**config.mk**
```make
export PLATFORM = sky130hd
export DESIGN_NAME = ref_qual_monitor
export DESIGN_NICKNAME = d
export VERILOG_FILES = /design/src/rtl/ref_qual_pkg.sv /design/src/rtl/ref_qual_cmp.sv /design/src/rtl/ref_qual_chan.sv /design/src/rtl/ref_qual_rdmux.sv /design/src/rtl/ref_qual_monitor.sv
export SDC_FILE = /design/constraint.sdc
export NUM_CORES = 2
export LEC_CHECK = 0
export BUFFER_PORTS_ARGS = -buffer_cell sky130_fd_sc_hd__buf_2
export CORE_ASPECT_RATIO = 0.75
export CORE_MARGIN = 5
export CORE_UTILIZATION = 40
export DETAILED_ROUTE_END_ITERATION = 10
export GPL_TIMING_DRIVEN = 1
export PLACE_DENSITY_LB_ADDON = 0.15
export SYNTH_ARGS = -nofsm -noshare
export SYNTH_HDL_FRONTEND = slang
export SYNTH_SLANG_ARGS = --single-unit
```
**constraint.sdc**
```tcl
create_clock -name clk_i -period 3.2 [get_ports clk_i]
set_clock_uncertainty 0.1 [all_clocks]
set_input_delay 0.16 -clock clk_i [delete_from_list [all_inputs] [get_ports clk_i]]
set_output_delay 0.16 -clock clk_i [all_outputs]
set_load 0.1 [all_outputs]
```
**src/rtl/ref_qual_pkg.sv**
```systemverilog
package ref_qual_pkg;
  localparam int unsigned RD_BYTE_W = 8;
  localparam int unsigned RD_BYTES  = 2;
  localparam int unsigned MAX_REFS  = RD_BYTE_W * RD_BYTES;

  typedef enum logic {
    RD_LO = 1'b0,
    RD_HI = 1'b1
  } rd_sel_e;
endpackage

```
**src/rtl/ref_qual_cmp.sv**
```systemverilog
module ref_qual_cmp #(
  parameter int unsigned OFS_W = 16
) (
  input  logic             act_good_i,
  input  logic [OFS_W-1:0] ofs_i,
  input  logic [OFS_W-1:0] qual_lim_i,
  input  logic [OFS_W-1:0] disq_lim_i,
  output logic             in_qual_o,
  output logic             out_disq_o
);
  logic [OFS_W-1:0] mag;

  // unsigned view keeps the most negative code exact
  assign mag        = ofs_i[OFS_W-1] ? (~ofs_i + 1'b1) : ofs_i;
  assign in_qual_o  = act_good_i && (mag <= qual_lim_i);
  assign out_disq_o = !act_good_i || (mag > disq_lim_i);
endmodule

```
**src/rtl/ref_qual_chan.sv**
```systemverilog
module ref_qual_chan #(
  parameter int unsigned OFS_W = 16,
  parameter int unsigned TMR_W = 16,
  parameter int unsigned AGE_W = 16
) (
  input  logic             clk_i,
  input  logic             rst_ni,
  input  logic             tick_i,
  input  logic             act_good_i,
  input  logic [OFS_W-1:0] ofs_i,
  input  logic [OFS_W-1:0] qual_lim_i,
  input  logic [OFS_W-1:0] disq_lim_i,
  input  logic [TMR_W-1:0] qual_time_i,
  output logic             qual_o,
  output logic             alarm_o,
  output logic [AGE_W-1:0] age_o
);
  localparam logic [AGE_W-1:0] AGE_MAX = '1;

  logic             in_qual, out_disq;
  logic             qual_q, alarm_q;
  logic [TMR_W-1:0] dwell_q;
  logic [AGE_W-1:0] age_q;

  ref_qual_cmp #(.OFS_W(OFS_W)) u_cmp (
    .act_good_i (act_good_i),
    .ofs_i      (ofs_i),
    .qual_lim_i (qual_lim_i),
    .disq_lim_i (disq_lim_i),
    .in_qual_o  (in_qual),
    .out_disq_o (out_disq)
  );

  always_ff @(posedge clk_i or negedge rst_ni) begin
    if (!rst_ni) begin
      qual_q  <= 1'b0;
      alarm_q <= 1'b0;
      dwell_q <= '0;
      age_q   <= '0;
    end else if (qual_q) begin
      if (out_disq) begin
        qual_q  <= 1'b0;
        alarm_q <= 1'b1;
        age_q   <= '0;
      end else if (tick_i && age_q != AGE_MAX) begin
        age_q <= age_q + 1'b1;
      end
    end else begin
      if (!act_good_i) alarm_q <= 1'b1;
      if (!in_qual) begin
        dwell_q <= '0;
      end else if (tick_i) begin
        if (dwell_q >= qual_time_i) begin
          qual_q  <= 1'b1;
          alarm_q <= 1'b0;
          dwell_q <= '0;
          age_q   <= '0;
        end else begin
          dwell_q <= dwell_q + 1'b1;
        end
      end
    end
  end

  assign qual_o  = qual_q;
  assign alarm_o = alarm_q;
  assign age_o   = age_q;
endmodule

```
**src/rtl/ref_qual_rdmux.sv**
```systemverilog
module ref_qual_rdmux
  import ref_qual_pkg::*;
#(
  parameter int unsigned NUM_REFS = 12
) (
  input  logic [NUM_REFS-1:0]  qual_i,
  input  logic                 rd_sel_i,
  output logic [RD_BYTE_W-1:0] rd_data_o
);
  logic [MAX_REFS-1:0] padded;

  always_comb begin
    padded = '0;
    padded[NUM_REFS-1:0] = qual_i;
  end

  always_comb begin
    unique case (rd_sel_e'(rd_sel_i))
      RD_HI:   rd_data_o = padded[RD_BYTE_W +: RD_BYTE_W];
      default: rd_data_o = padded[0 +: RD_BYTE_W];
    endcase
  end
endmodule

```
**src/rtl/ref_qual_monitor.sv**
```systemverilog
module ref_qual_monitor
  import ref_qual_pkg::*;
#(
  parameter int unsigned NUM_REFS = 12,
  parameter int unsigned OFS_W    = 16,
  parameter int unsigned TMR_W    = 16,
  parameter int unsigned AGE_W    = 16
) (
  input  logic                      clk_i,
  input  logic                      rst_ni,
  input  logic                      tick_i,
  input  logic [NUM_REFS-1:0]       act_good_i,
  input  logic [NUM_REFS*OFS_W-1:0] ofs_i,
  input  logic [OFS_W-1:0]          qual_lim_i,
  input  logic [OFS_W-1:0]          disq_lim_i,
  input  logic [TMR_W-1:0]          qual_time_i,
  input  logic                      rd_sel_i,
  output logic [RD_BYTE_W-1:0]      rd_data_o,
  output logic [NUM_REFS-1:0]       qual_o,
  output logic [NUM_REFS-1:0]       alarm_o,
  output logic [NUM_REFS*AGE_W-1:0] age_o
);
  for (genvar k = 0; k < NUM_REFS; k++) begin : g_chan
    ref_qual_chan #(
      .OFS_W (OFS_W),
      .TMR_W (TMR_W),
      .AGE_W (AGE_W)
    ) u_chan (
      .clk_i       (clk_i),
      .rst_ni      (rst_ni),
      .tick_i      (tick_i),
      .act_good_i  (act_good_i[k]),
      .ofs_i       (ofs_i[k*OFS_W +: OFS_W]),
      .qual_lim_i  (qual_lim_i),
      .disq_lim_i  (disq_lim_i),
      .qual_time_i (qual_time_i),
      .qual_o      (qual_o[k]),
      .alarm_o     (alarm_o[k]),
      .age_o       (age_o[k*AGE_W +: AGE_W])
    );
  end

  ref_qual_rdmux #(.NUM_REFS(NUM_REFS)) u_rdmux (
    .qual_i    (qual_o),
    .rd_sel_i  (rd_sel_i),
    .rd_data_o (rd_data_o)
  );
endmodule

```
==> impl_metrics.sql <==
INSERT INTO impl_metrics (metric_group, metric, value, unit) VALUES
('pwr', 'power.density_cell_area', '327', 'nW/um2'),
('yosys', 'asyncSetResetFlopFracSynth', '100', '%'),
('timing', 'finalCritPeriodShare', '107', '%'),
('yosys', 'number_of_enable_type_register_cells_in_the_synthesized_netlist', '0', ''),
('global_routing', 'grt_max_degree', '69', ''),
('cells_and_area', 'ff_latch_area', '10200', 'um2'),
('timing', 'maxClockFrequency', '0.291', 'GHz'),
('place', 'buffer_ports.inserted', '479', ''),
('floorplanning', 'die_footprint', '103000', 'um2'),
('cts', 'number_of_buffers_on_the_longest_clock_path', '3', ''),
('routing', 'wire_per_inst', '21.8', 'um'),
('setup_path', 'crit_path_end_kind', 'flip-flop', ''),
('flow_run', 'drv.max_cap_violation_count', '0', ''),
('pwr', 'p_sw_share', '36.8', '%'),
('setup_path', 'worst_setup_path_start_kind', 'input pin', ''),
('cts', 'htreeDepth', '2', ''),
('cts', 'cts.root.buffer_cell', 'clkbuf_16', ''),
('cts', 'clk_pin_slew', '0.06', 'ns'),
('cts', 'clock-sinks', '408', ''),
('cells_and_area', 'utilization', '55.2', '%'),
('yosys', 'synthDominantAreaCellType', 'dfrtp_1', ''),
('timing', 'rsz_0062_raised_after_global_routing', 'true', ''),
('yosys', 'synth.top_cells.by_area', 'dfrtp_1 (26%), ha_1 (20%), nand2_1 (4.5%)', ''),
('yosys', 'synth_ff_type', 'dfrtp_1', ''),
('cts', 'cts_inserted_buffers', '48', ''),
('yosys', 'synth.top_cells.by_count', 'ha_1 (612), nand2_1 (466), dfrtp_1 (408), o21ai_0 (344), a21oi_1 (292)', ''),
('yosys', 'netlist_area', '38600', 'um2'),
('cells_and_area', 'n_fill_cell', '8735', ''),
('floorplanning', 'floorplan.die.width', '369', 'um'),
('global_routing', 'grt_pass1_wl', '230', 'mm'),
('place', 'detailed_place_hpwl', '115', 'mm'),
('setup_path', 'rr_endpoint', 'g_chan[9].u_chan.age_o[0]', ''),
('cells_and_area', 'layout-area-overhead-vs-synth', '36.7', '%'),
('yosys', 'post_synth_inst_count', '4606', ''),
('timing', 'setup-violations-final', '185', ''),
('setup_path', 'worst_reg2reg_path_startpoint', 'g_chan[9].u_chan.dwell_q[9]', ''),
('yosys', 'synthesis.area_per_instance', '8.39', 'um2'),
('floorplanning', 'design.portCount', '480', ''),
('pwr', 'cellLeakagePower', '25.1', 'nW'),
('pwr', 'peakVddDrop', '0.429', 'mV'),
('setup_path', 'timing.critical_path.arrival', '3.89', 'ns'),
('yosys', 'yosys_warnings', '0', ''),
('setup_path', 'setup_crit_path_kind', 'input pin to flip-flop', ''),
('cells_and_area', 'post_route_cells_drive_above_1_share', '29.3', '%'),
('yosys', 'ys_seq_area_share', '26.4', '%'),
('status', 'failed_checks', 'setup timing', ''),
('global_routing', 'track_usage', '28.1', '%'),
('floorplanning', 'chipHeight', '279', 'um'),
('yosys', 'yosys.cell_types.count', '84', ''),
('cells_and_area', 'multi_input_comb_area', '29800', 'um2'),
('pwr', 'p_total', '17.3', 'mW'),
('floorplanning', 'design.core.area', '95600', 'um2'),
('setup_path', 'slowest_delay', '0.55', 'ns'),
('floorplanning', 'placementRows', '98', ''),
('place', 'gp_routability_congestion', '0.947', ''),
('global_routing', 'number_of_antenna_violations_at_the_first_check_in_global_routing', '38', ''),
('routing', 'first_iter_violations', '3350', ''),
('setup_path', 'crit_top_cell', 'or3_4', ''),
('routing', 'drt-total-wl', '153', 'mm'),
('setup_path', 'crit_path_start', 'ofs_i[39]', ''),
('status', 'run_status', 'finished, violations left', ''),
('cts', 'clk_latency', '0.64', 'ns'),
('pwr', 'comb_power_share', '32.7', '%'),
('place', 'place_ws', '-0.912', 'ns'),
('routing', 'detail-route-antenna-nets', '0', ''),
('setup_path', 'critPathRequiredTime', '3.66', 'ns'),
('yosys', 'synth_top_area_share', '26.4', '%'),
('setup_path', 'rrSetupSlack', '0.24', 'ns'),
('timing', 'layout_setup_ws', '-0.235', 'ns'),
('timing', 'finalWorstPathRequiredPeriod', '3.43', 'ns'),
('cells_and_area', 'nets', '6567', '');
[metrics by stage]
| stage | TNS [ns] | hold WS (ns) | std cells | instance area, um2 |
|---|---|---|---|---|
| floorplan | -83.27 | -0.236 | 4606 | 40100 |
| global placement | -238.49 | 0.0978 | 6826 | 48500 |
| detailed placement | -256.96 | 0.0967 | 6826 | 48500 |
| CTS | -4.56 | 0.0263 | 6944 | 51000 |
| global route | -46.63 | 0.0889 | 7001 | 52800 |
| finish | -17.08 | 0.0178 | 7014 | 52800 |
[registers in the layout (all words and copies together), names as in the netlist]
signal	count
g_chan.u_chan.alarm_o	12
g_chan.u_chan.age_o	192
g_chan.u_chan.dwell_q	192
g_chan.u_chan.qual_o	12
[worst min-delay path by stage]
stage	slack, ns	cells past startpoint	startpoint	to
floorplan	-0.24	0	rst_ni	g_chan[0].u_chan.age_o[0]
global placement	0.1	1	rst_ni	g_chan[0].u_chan.age_o[5]
detailed placement	0.1	1	rst_ni	g_chan[0].u_chan.age_o[5]
CTS	0.03	2	rst_ni	g_chan[0].u_chan.age_o[15]
global route	0.09	2	rst_ni	g_chan[0].u_chan.age_o[5]
finish	0.02	2	rst_ni	g_chan[0].u_chan.age_o[5]
[power groups by stage]
stage	Clock [mW]	Combinational (mW)	Sequential [mW]
6_report	6.08	5.65	5.53
5_1_grt	6.38	6.14	5.57
4_1_cts	6.20	5.38	5.53
3_5_place_dp	0	5.26	5.62
3_3_place_gp	0	5.17	5.62
2_1_floorplan	0	2.42	6.35
[layer usage]
metal	share of wire, %	up-vias	GRT usage (%)	wire length [um]
li1	-	19700	-	-
met1	45	20000	40.4	69600
met2	43	1475	42.4	65200
met3	8.7	279	6.00	13400
met4	3.3	14	8.53	4980
met5	0.053	-	0	81
[worst max-delay path: cells and delay by family]
kind | cells | cell delay, ns
XOR/XNOR | 1 | 0.10
AND/OR/NAND/NOR | 7 | 2.58
adder cells (fa/ha/maj) | 1 | 0.31
AO/OA/AOI/OAI | 4 | 0.64
buffers and inverters | 1 | 0.09
[placed cells by master, fill, tap and decap left out, drive strengths merged, types with 26 or more instances in the layout]
master,synthesis,routed
dfrtp,408,408
nor4,49,49
o211ai,37,37
or2,30,31
nand3,213,213
clkbuf,95,69
o41ai,39,39
nand2b,64,64
xnor2,169,169
nor2b,57,57
diode,0,28
o21ai,348,348
and3,118,118
a22o,47,47
ha,612,612
o21a,30,30
a211oi,30,30
nor2,246,246
inv,178,180
o22a,26,26
or3,64,65
nand2,466,466
a21o,107,107
and2,26,26
nand4,160,160
nor3,126,126
a31oi,52,52
o31ai,96,96
a21oi,300,300
buf,45,1161
or4,36,37
[cell families (layout without fill, tap and decap cells)]
family / Yosys count / count (layout) / share of synthesized area (%)
AOI/OAI and AO/OA: 1319 / 1319 / 22.4
buffers and inverters: 318 / 1444 / 3.43
xor gates and xnor gates: 181 / 181 / 4.10
adders and majority gates: 612 / 612 / 19.8
DFF: 408 / 408 / 26.4
other: 0 / 28 / 0
and+or+nand+nor: 1738 / 1742 / 23.0
muxes: 30 / 30 / 0.800
[layout make-up]
cell class	count	share of cell area, %
multi-input cells	3884	56.5
flip-flops and latches	408	19.3
repair buffers	1179	16.6
well taps	1250	2.96
clock buffers	64	2.60
clock inverters	23	0.604
diodes	28	0.133
inverters	178	1.26
[repair_timing]
item,CTS,global route
gates cloned,5,10
gates resized for setup,111,285
hold buffers,13,0
endpoints found under the setup margin,181,375
buffers inserted,15,36
hold endpoints to repair,276,0
pin swaps,45,138
(Power assumes the default switching activity.)
